===== config.mk =====
export PLATFORM = sky130hd
export DESIGN_NAME = flt_seq_top
export DESIGN_NICKNAME = d
export VERILOG_FILES = /design/src/rtl/flt_seq_pkg.sv /design/src/rtl/flt_ramp.sv /design/src/rtl/flt_timer.sv /design/src/rtl/flt_fault.sv /design/src/rtl/flt_seq_top.sv
export SDC_FILE = /design/constraint.sdc
export NUM_CORES = 1
export LEC_CHECK = 0
export BUFFER_PORTS_ARGS = -buffer_cell sky130_fd_sc_hd__buf_2
export CORE_MARGIN = 2
export CORE_UTILIZATION = 24
export CTS_CLUSTER_SIZE = 20
export DETAILED_ROUTE_END_ITERATION = 6
export SLEW_MARGIN = 15
export SYNTH_ARGS = -nofsm -noshare
export SYNTH_HDL_FRONTEND = slang
export SYNTH_SLANG_ARGS = --single-unit

===== constraint.sdc =====
create_clock -name clk -period 19.5 [get_ports clk]
set_input_delay 3.9 -clock clk [delete_from_list [all_inputs] [get_ports clk]]
set_output_delay 3.9 -clock clk [all_outputs]
set_load 0.02 [all_outputs]

===== src/rtl/flt_seq_pkg.sv =====
package flt_seq_pkg;
    parameter int LVL_W = 4;   // current step width
    parameter int TMO_W = 5;   // timeout code width
    parameter int OVP_N = 3;   // overvoltage rising events that end an event

    typedef enum logic [1:0] {
        ST_IDLE  = 2'd0,
        ST_ON    = 2'd1,
        ST_VFALL = 2'd2,
        ST_VOFF  = 2'd3
    } seq_st_e;

    typedef struct packed {
        logic             on;
        logic             flash;
        logic [LVL_W-1:0] lvl;
    } led_drv_t;

    // code c selects step c+1, all-ones code saturates at the top step
    function automatic logic [LVL_W-1:0] code_to_step(input logic [LVL_W-1:0] c);
        if (c == {LVL_W{1'b1}}) return c;
        return c + 1'b1;
    endfunction

    // torch step scaled by reached/target, floored, at least one
    function automatic logic [LVL_W-1:0] scale_step(input logic [LVL_W-1:0] t,
                                                    input logic [LVL_W-1:0] r,
                                                    input logic [LVL_W-1:0] f);
        logic [2*LVL_W-1:0] p;
        p = ((2*LVL_W)'(t) * (2*LVL_W)'(r)) / (2*LVL_W)'(f);
        if (p == '0) return LVL_W'(1);
        return p[LVL_W-1:0];
    endfunction
endpackage


===== src/rtl/flt_ramp.sv =====
module flt_ramp
    import flt_seq_pkg::*;
#(
    parameter int W = LVL_W
) (
    input  logic         clk,
    input  logic         rst,
    input  logic         load,
    input  logic         adv,
    input  logic [W-1:0] tgt,
    output logic [W-1:0] lvl
);
    always_ff @(posedge clk) begin
        if (rst)                      lvl <= '0;
        else if (load)                lvl <= W'(1);
        else if (lvl > tgt)           lvl <= tgt;
        else if (adv && (lvl < tgt))  lvl <= lvl + 1'b1;
    end

    p_single_step_r2: assert property (@(posedge clk) disable iff (rst)
        !load |=> ((W+1)'(lvl) <= (W+1)'($past(lvl)) + 1'b1));
endmodule


===== src/rtl/flt_timer.sv =====
module flt_timer
    import flt_seq_pkg::*;
#(
    parameter int W = TMO_W
) (
    input  logic         clk,
    input  logic         rst,
    input  logic         clr,
    input  logic         run,
    input  logic         tick,
    input  logic [W-1:0] code,
    output logic         expire
);
    logic [W-1:0] cnt;

    assign expire = run && tick && (cnt >= code);

    always_ff @(posedge clk) begin
        if (rst || clr || expire) cnt <= '0;
        else if (run && tick)     cnt <= cnt + 1'b1;
    end

    p_restart_after_expire_r5: assert property (@(posedge clk) disable iff (rst)
        expire |=> (cnt == '0));
endmodule


===== src/rtl/flt_fault.sv =====
module flt_fault
    import flt_seq_pkg::*;
#(
    parameter int N = OVP_N
) (
    input  logic clk,
    input  logic rst,
    input  logic active,
    input  logic restart,
    input  logic ovp_rise,
    input  logic short_det,
    input  logic vm_hit,
    input  logic flags_read,
    output logic ovp_trip,
    output logic short_trip,
    output logic lock
);
    localparam int CW = (N > 1) ? $clog2(N) : 1;
    logic [CW-1:0] cnt;

    assign ovp_trip   = active && ovp_rise && (cnt == CW'(N - 1));
    assign short_trip = active && short_det;

    always_ff @(posedge clk) begin
        if (rst) begin
            cnt  <= '0;
            lock <= 1'b0;
        end else begin
            if (restart)                           cnt <= '0;
            else if (active && ovp_rise && !ovp_trip) cnt <= cnt + 1'b1;
            if (ovp_trip || short_trip || vm_hit)  lock <= 1'b1;
            else if (flags_read)                   lock <= 1'b0;
        end
    end

    p_ovp_count_bound_r12: assert property (@(posedge clk) disable iff (rst)
        int'(cnt) < N);
endmodule


===== src/rtl/flt_seq_top.sv =====
module flt_seq_top
    import flt_seq_pkg::*;
#(
    parameter int LW = LVL_W,
    parameter int TW = TMO_W,
    parameter int ON = OVP_N
) (
    input  logic          clk,
    input  logic          rst,
    input  logic          en_wr,
    input  logic          en_wdata,
    input  logic          flash_sel,
    input  logic          strobe_mode,
    input  logic          strobe_pin,
    input  logic          tx_en,
    input  logic          tx_pin,
    input  logic          vmon_trip,
    input  logic          vmon_off_mode,
    input  logic [LW-1:0] flash_code,
    input  logic [LW-1:0] torch_code,
    input  logic [TW-1:0] tmo_code,
    input  logic          step_tick,
    input  logic          ms_tick,
    input  logic          ovp_rise,
    input  logic          short_det,
    input  logic          ilim_evt,
    input  logic          flags_read,
    output logic [LW-1:0] led_level,
    output logic          led_flash,
    output logic          led_on,
    output logic          en_bit,
    output logic          tmo_flag,
    output logic          ovp_flag,
    output logic          short_flag,
    output logic          ilim_flag,
    output logic          vmon_flag
);
    seq_st_e       st;
    logic          evt_flash;
    logic          strobe_q;
    logic [LW-1:0] fb_lvl;
    logic [LW-1:0] ramp_lvl;
    logic [LW-1:0] ftgt, ttgt, rtgt;
    logic          active, start, released, expire, vm_hit;
    logic          ovp_trip, short_trip, lock;
    led_drv_t      drv;

    assign ftgt     = code_to_step(flash_code);
    assign ttgt     = code_to_step(torch_code);
    assign rtgt     = evt_flash ? ftgt : ttgt;
    assign active   = (st != ST_IDLE);
    assign start    = (st == ST_IDLE) && en_bit && !lock &&
                      (strobe_mode ? (strobe_pin && !strobe_q) : 1'b1);
    assign released = strobe_mode ? !strobe_pin : !en_bit;
    assign vm_hit   = (st == ST_ON) && evt_flash && vmon_trip;

    flt_ramp #(.W(LW)) u_ramp (
        .clk (clk), .rst (rst), .load (start),
        .adv (step_tick && (st == ST_ON)), .tgt (rtgt), .lvl (ramp_lvl)
    );

    flt_timer #(.W(TW)) u_timer (
        .clk (clk), .rst (rst), .clr (start),
        .run (active && evt_flash), .tick (ms_tick), .code (tmo_code),
        .expire (expire)
    );

    flt_fault #(.N(ON)) u_fault (
        .clk (clk), .rst (rst), .active (active), .restart (start),
        .ovp_rise (ovp_rise), .short_det (short_det), .vm_hit (vm_hit),
        .flags_read (flags_read), .ovp_trip (ovp_trip),
        .short_trip (short_trip), .lock (lock)
    );

    always_ff @(posedge clk) begin
        if (rst) begin
            st         <= ST_IDLE;
            evt_flash  <= 1'b0;
            strobe_q   <= 1'b0;
            fb_lvl     <= '0;
            en_bit     <= 1'b0;
            tmo_flag   <= 1'b0;
            ovp_flag   <= 1'b0;
            short_flag <= 1'b0;
            ilim_flag  <= 1'b0;
            vmon_flag  <= 1'b0;
        end else begin
            strobe_q   <= strobe_pin;
            tmo_flag   <= 1'b0;
            ovp_flag   <= ovp_trip;
            short_flag <= short_trip;
            ilim_flag  <= active && ilim_evt;
            vmon_flag  <= vm_hit;
            if (en_wr) en_bit <= en_wdata;
            if (st == ST_IDLE) begin
                if (start) begin
                    st        <= ST_ON;
                    evt_flash <= flash_sel;
                end
            end else if (ovp_trip || short_trip) begin
                st     <= ST_IDLE;
                en_bit <= 1'b0;
            end else if (expire) begin
                st       <= ST_IDLE;
                en_bit   <= 1'b0;
                tmo_flag <= 1'b1;
            end else if (released) begin
                st <= ST_IDLE;
                if (evt_flash) en_bit <= 1'b0;
            end else if (vm_hit) begin
                if (vmon_off_mode) begin
                    st <= ST_VOFF;
                end else begin
                    st     <= ST_VFALL;
                    fb_lvl <= (ramp_lvl < ftgt) ? scale_step(ttgt, ramp_lvl, ftgt) : ttgt;
                end
            end
        end
    end

    always_comb begin
        drv = '{on: 1'b0, flash: 1'b0, lvl: '0};
        case (st)
            ST_ON: begin
                drv.on = 1'b1;
                if (evt_flash && tx_en && tx_pin) begin
                    drv.lvl = ttgt;
                end else begin
                    drv.lvl   = ramp_lvl;
                    drv.flash = evt_flash;
                end
            end
            ST_VFALL: begin
                drv.on  = 1'b1;
                drv.lvl = fb_lvl;
            end
            default: ;
        endcase
    end

    assign led_on    = drv.on;
    assign led_flash = drv.flash;
    assign led_level = drv.lvl;

    p_timeout_dark_r5: assert property (@(posedge clk) disable iff (rst)
        tmo_flag |-> (!led_on && !en_bit));

    p_fault_clears_en_r12: assert property (@(posedge clk) disable iff (rst)
        (ovp_flag || short_flag) |-> (!en_bit && !led_on));

    p_strobe_edge_start_r4: assert property (@(posedge clk) disable iff (rst)
        ($past(st) == ST_IDLE && st != ST_IDLE && $past(strobe_mode))
            |-> ($past(strobe_pin, 2) == 1'b0));

    p_ilim_no_stop_r13: assert property (@(posedge clk) disable iff (rst)
        (st == ST_ON && ilim_evt && !ovp_trip && !short_trip && !expire &&
         !released && !vm_hit) |=> (st == ST_ON));
endmodule


### Yosys cells after proc, flatten, opt, wreduce, memory -nomap -nowiden

Cells that the tools add are included.

| storage, ports and cells | value |
|---|---|
| bits in registers | 26 |
| latch bits | 0 |
| RAM bits | 0 |
| memory bits (read-only) | 0 |
| bits of input ports | 30 |
| logic and storage cells | 121 |
| memories kept | 0 |

| operators by class | value |
|---|---|
| add/subtract/negate cells | 5 |
| multiply operators | 1 |
| div/mod/pow operators | 1 |
| $lt $le $gt $ge | 4 |
| equality and inequality tests | 6 |
| shift-type cells | 0 |
| multiplexer cells | 44 |
| bitwise logic cells | 5 |
| reductions and logical operators | 40 |

Operators with widths:

| kind | count |
|---|---|
| 2-to-1 mux 4 bit | 11 |
| 2-to-1 mux 1 bit | 26 |
| logical AND 1 bit | 18 |
| adder 4 x 1 -> 4 bit (second input constant) | 3 |
| 2-to-1 mux 2 bit | 6 |
| divider 8 x 4 -> 8 bit | 1 |
| == test 4 bit (second input constant) | 2 |
| zero test 8 bit | 1 |
| less-than comparator 4 bit | 2 |
| multiplier 4 x 4 -> 8 bit | 1 |
| one-hot mux 4 bit (2 select lines) | 1 |
| AND reduction 6 bit | 1 |
| nonzero test 2 bit | 3 |
| adder 5 x 1 -> 5 bit (second input constant) | 1 |
| greater-or-equal comparator 5 bit | 1 |
| zero test 1 bit | 5 |
| NOT 1 bit | 5 |
| nonzero test 5 bit | 1 |
| == test 2 bit (second input constant) | 2 |
| greater-than comparator 4 bit | 1 |
| logical OR 1 bit | 4 |
| AND reduction 2 bit | 2 |
| OR reduction 2 bit | 2 |
| nonzero test 3 bit | 1 |
| 5 further kinds | 5 |

### Longest topological paths before layout

Gate-level depths: netlist (run 1).

| logic depth | value |
|---|---|
| word-level depth | 16 |
| depth in mapped cells | 62 |

### Cells and area by module

From an unflattened synthesis (run 1), not the netlist that was laid out.

| second synthesis, totals | value |
|---|---|
| cell total of the unflattened synthesis | 473 |
| area, all modules | 3,739.8 µm² |

Modules (own cells, without submodules):

| module | instances | cells an instance | area an instance (µm²) | sequential area each (µm²) |
|---|---|---|---|---|
| flt_seq_top | 1 | 369 | 2,866.5 | 280.3 |
| flt_timer | 1 | 45 | 365.4 | 100.1 |
| flt_ramp | 1 | 42 | 335.3 | 80.1 |
| flt_fault | 1 | 17 | 172.7 | 60.1 |

### Worst setup path before layout (run 1)

No wires, ideal clock.

| timing path | value |
|---|---|
| path type | input port to flip-flop |
| from | in torch_code[0] |
| to | reg fb_lvl[0] |
| setup time | 0.136 ns |
| arrival time | 15.915 ns |
| path slack | 3.449 ns |
| stages | 56 |
| buffers on the path | 1 |
| path through | ha_1 > nand3_1 > mux2i_1 > nor2b_1 > fa_1 > fa_1 > ha_1 > a211o_1 > a2111oi_0 > nand3b_1 > ha_1 > a21oi_1 > ha_1 > or4b_1 > o211ai_1 > nor3_1 > a21o_2 > ha_1 > [... 20 more ...] > nor3b_4 > mux2i_1 > ha_1 > o21a_1 > o21a_1 > o21ai_0 > or2b_1 > nor4b_1 > mux2i_2 > o31ai_4 > o21ai_0 > ha_1 > a21o_1 > a21o_1 > a21oi_1 > a21oi_1 > mux2i_1 > o32ai_2 |

| between the ends | value |
|---|---|
| cells in the longest elaborated chain, start to end | 16 |
| elaborated cells between the ends (all ways) | 18 |

Ends and longest elaborated chain:

| element | RTL line | source |
|---|---|---|
| start: declaration | flt_seq_top.sv:20 | `input logic [LW-1:0] torch_code,` |
| branches (longest 2 deep; another with adder 4 x 1 -> 4 bit) | -- |  |
| 2-to-1 mux 4 bit (*) | flt_seq_pkg.sv:22 | `return c + 1'b1;` |
| multiplier 4 x 4 -> 8 bit | flt_seq_pkg.sv:30 | `p = ((2*LVL_W)'(t) * (2*LVL_W)'(r)) / (2*LVL_W)'(f);` |
| divider 8 x 4 -> 8 bit | flt_seq_pkg.sv:30 |  |
| zero test 8 bit | flt_seq_pkg.sv:31 | `if (p == '0) return LVL_W'(1);` |
| 2-to-1 mux 1 bit | flt_seq_pkg.sv:31 |  |
| 2-to-1 mux 1 bit | flt_seq_top.sv:111 | `if (vmon_off_mode) begin` |
| 2-to-1 mux 1 bit | flt_seq_top.sv:110 | `end else if (vm_hit) begin` |
| 2-to-1 mux 1 bit | flt_seq_top.sv:107 | `end else if (released) begin` |
| 2-to-1 mux 1 bit | flt_seq_top.sv:103 | `end else if (expire) begin` |
| 2-to-1 mux 1 bit | flt_seq_top.sv:100 | `end else if (ovp_trip \|\| short_trip) begin` |
| 2-to-1 mux 1 bit | flt_seq_top.sv:95 | `if (st == ST_IDLE) begin` |
| 2-to-1 mux 1 bit | flt_seq_top.sv:76 | `if (rst) begin` |
| 2-to-1 mux 4 bit | flt_seq_pkg.sv:32 | `return p[LVL_W-1:0];` |
| 2-to-1 mux 4 bit (*) | flt_seq_top.sv:115 | `fb_lvl <= (ramp_lvl < ftgt) ? scale_step(ttgt, ramp_lvl, ftgt) : ttgt;` |
| end signal: assignment | flt_seq_top.sv:115 |  |
| end: declaration | flt_seq_top.sv:41 | `logic [LW-1:0] fb_lvl;` |

Every way passes the cells marked *. The select of a mux whose other input is x is not followed.
A chain may end at the register's enable or synchronous reset.

### Worst setup path after layout (run 1)

Ends and elaborated chain as after synthesis.

==> impl_metrics.toml, run 1 <==
[floorplan]
die_w_um = 125
core.rowCount = 44
start_util_pct = 24.3
dieArea_um2 = 15500
core_area_um2 = 14400
ioPinCount = 42
die_height_um = 125

[critical_path]
critical_r2r_capture = "fb_lvl[0]"
arrival_ns = 17.62
cp_max_fo = 8
reg_to_reg_setup_timing_slack_ns = 6.11
timing.critical_path.required_ns = 19.64
crit_path_end_kind = "register"
reg2reg_depth = 54
timing.critical_path.mode_cell = "sky130_fd_sc_hd__ha_1"
critical_path.startpoint_type = "input port"
timing.critical_path.slowest_stage_cell = "sky130_fd_sc_hd__fa_1"
setup.worst_path.class = "in -> reg"
worstReg2RegStart = "u_ramp.lvl[2]"
cp_slowest_stage_delay_ns = 0.50

[placement]
place.gp.congestion = 0.844
detailed_place_hpwl_mm = 6.48
pre_cts_slack_ns = 1.92
placement.io_buffers = 41

[synthesis]
mappedNetlistArea_um2 = 3490
synthCells = 430
synth-async-reset-ratio_pct = 0
synth.ff_latch_count = 26
netlist-cell-type-count = 69
post_synth.cell_area_avg_um2 = 8.12
ys_warn_count = 0
synth_sequential_area_ratio_pct = 14.9
synth_top_flop_cell = "sky130_fd_sc_hd__dfxtp_1"
synth_enable_flop_cells = 0
mappedNetlistNets = 523

[cells_and_area]
antenna_cells = 0
nets = 560
area.growth.synth_to_final_pct = 13.4
sequential_cell_area_um2 = 520
multi_input_comb_area_um2 = 2810
post_route_cells_drive_above_1_share_pct = 15.2
mostFrequentLayoutCells = "59 x sky130_fd_sc_hd__ha_1, 45 x sky130_fd_sc_hd__nor2_1, 41 x sky130_fd_sc_hd__buf_2"
fill_count = 1524
most_frequent_standard_cell_in_the_layout_excluding_fill_and_tap_cells = "sky130_fd_sc_hd__ha_1"

[clock_tree]
cts.path.max_buffers = 2
clock-sinks = 26
postCtsSetupBuffers = 0
clock_insertion_delay_worst_skew_ns = 0.26
cts.root.buffer_cell = "sky130_fd_sc_hd__clkbuf_16"
ctsResizeCount = 0
holdBufCountCts = 0
number_of_buffers_created_by_cts = 3
cts_max_level = 1
worst_setup_hold_path_clk_slew_ns = 0.07
tritoncts_clock_tree = "yes"

[min_path]
whs_path_depth = 1
tightest_hold_check_type = "reg -> reg"
worst_hold_path_endpoint = "fb_lvl[1]"
min_from = "fb_lvl[1]"

[timing]
max_slew.worst_pin.slew_ns = 0.926
maxSlewHeadroom_pct = 36.5
fin_skew_ns = 0.00345
drv_slew = 0
final_cycle_utilization_of_the_critical_path_pct = 89.7
setup_total_negative_slack_ns = 0
min_period_ns = 17.49
finalHoldViolCount = 0
finalSetupViolations = 0
worst_slack_ns = 2.01
grt_setup_unrepaired = "no"
achievable-frequency_ghz = 0.0572

[drt]
drt_iter0_markers = 136
detail_route.vias_per_cell = 4.84
avgRoutedWirePerCell_um = 12.3
ant_nets = 0
drc = 0
drt_pre_antenna_iters = 4
route.final.wire_length_mm = 8.01
vias = 3147

[grt]
grt.total_usage_pct = 9.99
number_of_global_route_vias_before_repair = 3010
grt_antenna_before_repair = 0
grt_start_max_net_pins = 19
first_pass_grt_wire_length_mm = 13.6
grt-ovfl-total = 0

[power]
power-per-cell-area_nw_per_um2 = 129
worst_supply_voltage_drop_on_vdd_mv = 0.0534
power_leakage_nw = 1.87

[outcome]
run_status = "finished clean"

[run]
timing.max_cap.violations = 0
==> worst max path at each step <==
stage                  start         to  slack, ns  cells past startpoint
3_5_place_dp   torch_code[0]  fb_lvl[0]       1.92                     57
6_report       torch_code[0]  fb_lvl[0]       2.01                     58
4_1_cts        torch_code[0]  fb_lvl[0]       2.15                     57
5_1_grt        torch_code[0]  fb_lvl[0]       0.99                     58
3_3_place_gp   torch_code[0]  fb_lvl[0]       2.44                     56
2_1_floorplan  torch_code[0]  fb_lvl[0]       3.45                     56
==> kinds of logic (layout without fill, tap and decap cells) <==
logic type | after synthesis | in the layout | share of synthesized area [%]
flip-flops | 26 | 26 | 14.9
AND/OR/NAND/NOR | 161 | 161 | 24.4
buffers and inverters | 38 | 74 | 4.73
AO/OA/AOI/OAI | 99 | 99 | 20.2
multiplexers | 23 | 23 | 7.24
adder cells (fa/ha/maj) | 63 | 63 | 23.4
XOR/XNOR | 20 | 20 | 5.02
==> flip-flops by register name, summed over array words and instances (netlist names) <==
signal / cells
u_fault.cnt: 2
ovp_flag: 1
strobe_q: 1
u_ramp.lvl: 4
evt_flash: 1
ilim_flag: 1
vmon_flag: 1
short_flag: 1
st: 2
u_timer.cnt: 5
fb_lvl: 4
en_bit: 1
u_fault.lock: 1
tmo_flag: 1
==> metal layers <==
layer / vias up / track usage [%] / wire length, um
met1: 1482 / 12.6 / 3740
met4: 0 / 1.92 / 70
met5: - / 0 / 0
met3: 8 / 0.988 / 143
li1: 1621 / - / -
met2: 36 / 18.5 / 4050
==> metrics by stage <==
step	util, %	hold WS, ns	std cells	power, mW	instance area, um^2
2_1_floorplan	-	0.450	430	0.394	3490
6_report	27.6	0.485	650	0.510	3960
3_3_place_gp	26.9	0.477	646	0.448	3870
5_1_grt	27.6	0.524	650	0.560	3960
4_1_cts	27.6	0.492	650	0.512	3960
3_5_place_dp	26.9	0.476	646	0.459	3870
==> area by class of cell <==
class / instances / area share, %
Tap cell: 184 / 5.82
Clock buffer: 4 / 2.24
Inverter: 29 / 2.75
Sequential cell: 26 / 13.1
Timing Repair Buffer: 41 / 5.18
Multi-Input combinational cell: 366 / 70.9
==> Yosys cell counts, types with 3 or more instances <==
| cell | n | area [um^2] |
|---|---|---|
| sky130_fd_sc_hd__a21o_1 | 9 | 67.6 |
| sky130_fd_sc_hd__dfxtp_1 | 26 | 521 |
| sky130_fd_sc_hd__a211oi_1 | 6 | 45.0 |
| sky130_fd_sc_hd__inv_1 | 29 | 109 |
| sky130_fd_sc_hd__mux2i_1 | 12 | 120 |
| sky130_fd_sc_hd__mux2_2 | 8 | 90.1 |
| sky130_fd_sc_hd__nand2_1 | 29 | 109 |
| sky130_fd_sc_hd__nor2b_1 | 12 | 75.1 |
| sky130_fd_sc_hd__or3_1 | 4 | 25.0 |
| sky130_fd_sc_hd__a22oi_1 | 5 | 37.5 |
| sky130_fd_sc_hd__fa_1 | 4 | 80.1 |
| sky130_fd_sc_hd__xnor2_1 | 11 | 96.3 |
| sky130_fd_sc_hd__o21ai_0 | 20 | 100 |
| sky130_fd_sc_hd__xor2_1 | 9 | 78.8 |
| sky130_fd_sc_hd__nand4_1 | 3 | 18.8 |
| sky130_fd_sc_hd__and2_1 | 8 | 50.1 |
| sky130_fd_sc_hd__nor3_1 | 12 | 60.1 |
| sky130_fd_sc_hd__nor2_1 | 45 | 169 |
| sky130_fd_sc_hd__ha_1 | 59 | 738 |
| sky130_fd_sc_hd__nand3_1 | 8 | 40.0 |
| sky130_fd_sc_hd__o21a_1 | 11 | 82.6 |
| sky130_fd_sc_hd__nor3b_1 | 5 | 37.5 |
| sky130_fd_sc_hd__nand3b_1 | 5 | 37.5 |
| sky130_fd_sc_hd__buf_6 | 3 | 33.8 |
| sky130_fd_sc_hd__and3_1 | 3 | 18.8 |
| sky130_fd_sc_hd__nand2b_1 | 11 | 68.8 |
| sky130_fd_sc_hd__a21oi_1 | 17 | 85.1 |
| sky130_fd_sc_hd__clkbuf_1 | 6 | 22.5 |
==> power breakdown <==
| part | switching (mW) | internal (mW) |
|---|---|---|
| registers | 0.00486 | 0.0555 |
| clock network | 0.0185 | 0.0314 |
| logic | 0.217 | 0.182 |
| total | 0.241 | 0.269 |
==> worst max-delay path, delay by kind of cell <==
kind / cells / cell delay, ns
and+or+nand+nor: 12 / 2.75
adders and majority gates: 12 / 3.70
xor gates and xnor gates: 1 / 0.42
muxes: 4 / 1.02
buffers and inverters: 1 / 0.13
AOI/OAI and AO/OA: 28 / 5.65
No activity file was read; power rests on OpenSTA's default activity.
==> inputs of run 2 (changes only) <==
CORE_ASPECT_RATIO = 0.8   (was default)
==> impl_metrics.toml, run 2 (synthesized netlist as in run 1, its figures left out) <==
[outcome]
run_status = "finished clean"

[critical_path]
timing.critical_path.required_ns = 19.63
cp_max_fo = 8
arrival_ns = 17.76
cp_slowest_stage_delay_ns = 0.51
setup.worst_path.class = "in -> reg"
crit_path_end_kind = "register"
timing.critical_path.mode_cell = "sky130_fd_sc_hd__ha_1"
critical_path.startpoint_type = "input port"
timing.critical_path.slowest_stage_cell = "sky130_fd_sc_hd__fa_1"

[placement]
placedCellCount = 646
pre_cts_slack_ns = 1.67
detailed_place_hpwl_mm = 6.73
placement.io_buffers = 41
place.gp.congestion = 0.826

[power]
share_of_total_power_consumed_by_net_switching_pct = 48.0
power.internal_uw = 265
share_seq_of_total_power_pct = 11.8
power_leakage_nw = 1.86
p_sw_uw = 245
power.share.clock_pct = 8.6
fraction_of_power_consumed_by_combinational_cells_pct = 79.6
worst_supply_voltage_drop_on_vdd_mv = 0.0555
power-per-cell-area_nw_per_um2 = 129

[timing]
grt_setup_unrepaired = "no"
finalSetupViolations = 0
max_slew.worst_pin.slew_ns = 1.02
drv_slew = 0
setup_total_negative_slack_ns = 0
fin_skew_ns = 0.00244
finalHoldViolCount = 0
maxSlewHeadroom_pct = 30.0
final_cycle_utilization_of_the_critical_path_pct = 90.4
min_period_ns = 17.63
achievable-frequency_ghz = 0.0567
worst_slack_ns = 1.87

[grt]
grt_antenna_before_repair = 0
grt.total_usage_pct = 10.7
grt_start_max_net_pins = 19
grt-ovfl-total = 0
number_of_global_route_vias_before_repair = 3239
first_pass_grt_wire_length_mm = 14.7

[drt]
routed.top_layer = "met4"
route.final.wire_length_mm = 8.09
detail_route.vias_per_cell = 4.86
met3RoutedLength_um = 109
ant_nets = 0
vias = 3151
drc = 0
drt_iter0_markers = 168
met2WireLength_mm = 4.03
avgRoutedWirePerCell_um = 12.5
wl_met1_mm = 3.92
drt_pre_antenna_iters = 4

[min_path]
tightest_hold_check_type = "reg -> reg"

[run]
timing.max_cap.violations = 0

[clock_tree]
worst_setup_hold_path_clk_slew_ns = 0.06
number_of_buffers_created_by_cts = 3
clock-sinks = 26
clock_insertion_delay_worst_skew_ns = 0.25
postCtsSetupBuffers = 0
ctsResizeCount = 0
cts_max_level = 1
holdBufCountCts = 0
cts.path.max_buffers = 2
tritoncts_clock_tree = "yes"
cts.root.buffer_cell = "sky130_fd_sc_hd__clkbuf_16"

[floorplan]
dieArea_um2 = 15500
die_height_um = 112
ioPinCount = 42
die_w_um = 139
start_util_pct = 24.5
core.rowCount = 39
core_area_um2 = 14200

[cells_and_area]
leading_registers_by_flop_count = "u_timer.cnt: 5 flops, fb_lvl: 4 flops, u_ramp.lvl: 4 flops"
largest-register = "u_timer.cnt"
post_route_cells_drive_above_1_share_pct = 15.1
multi_input_comb_area_um2 = 2810
antenna_cells = 0
sequential_cell_area_um2 = 520
largest_register_ff_count = 5
post_layout_nonfiller_instances = 649
mostFrequentLayoutCells = "59 x sky130_fd_sc_hd__ha_1, 45 x sky130_fd_sc_hd__nor2_1, 41 x sky130_fd_sc_hd__buf_2"
most_frequent_standard_cell_in_the_layout_excluding_fill_and_tap_cells = "sky130_fd_sc_hd__ha_1"
fill_count = 1551
nets = 560
area.growth.synth_to_final_pct = 13.0
## run 2: path summary, 6_finish.rpt
kind | from | end | slack [ns] | cells past startpoint
max | torch_code[0] | fb_lvl[0] | 1.87 | 58
min | fb_lvl[1] | fb_lvl[1] | 0.50 | 1
max reg2reg | u_ramp.lvl[2] | fb_lvl[0] | 6.02 | 54
min reg2reg | fb_lvl[1] | fb_lvl[1] | 0.50 | 1
## run 2: metrics by stage
stage / hold slack (ns) / util (%) / power (mW) / instance area (um^2)
final: 0.497 / 27.7 / 0.510 / 3950
after global routing: 0.523 / 27.7 / 0.568 / 3950
after CTS: 0.495 / 27.7 / 0.513 / 3950
after detailed placement: 0.480 / 27.2 / 0.466 / 3870
after global placement: 0.473 / 27.2 / 0.450 / 3870
after floorplan: 0.450 / - / 0.394 / 3490
## run 2: per-layer routing
metal | vias to the layer above | global-route usage, %
met3 | 4 | 1.08
met4 | 0 | 1.28
met1 | 1504 | 14.4
li1 | 1621 | -
met5 | - | 0
met2 | 22 | 19.3
## run 2: power groups by stage
stage | clock, mW | sequential, mW | combinational [mW]
2_1_floorplan | 0 | 0.0598 | 0.334
3_3_place_gp | 0 | 0.0614 | 0.388
3_5_place_dp | 0 | 0.0616 | 0.404
4_1_cts | 0.0452 | 0.0604 | 0.407
5_1_grt | 0.0462 | 0.0610 | 0.461
6_report | 0.0437 | 0.0604 | 0.406
## run 2: worst max-delay path, delay by kind of cell
| family | cells | cell delay, ns |
|---|---|---|
| buffers and inverters | 1 | 0.13 |
| AND/OR/NAND/NOR | 13 | 2.87 |
| multiplexers | 4 | 1.02 |
| XOR/XNOR | 1 | 0.47 |
| adder cells (fa/ha/maj) | 12 | 3.85 |
| AO/OA/AOI/OAI | 27 | 5.45 |
## run 2: layout make-up
cell class	count	area share, %
tap	184	5.84
sequential	26	13.2
inverter	29	2.76
timing repair buffer	41	5.20
multi-input combinational	366	71.1
clock buffer	3	1.90
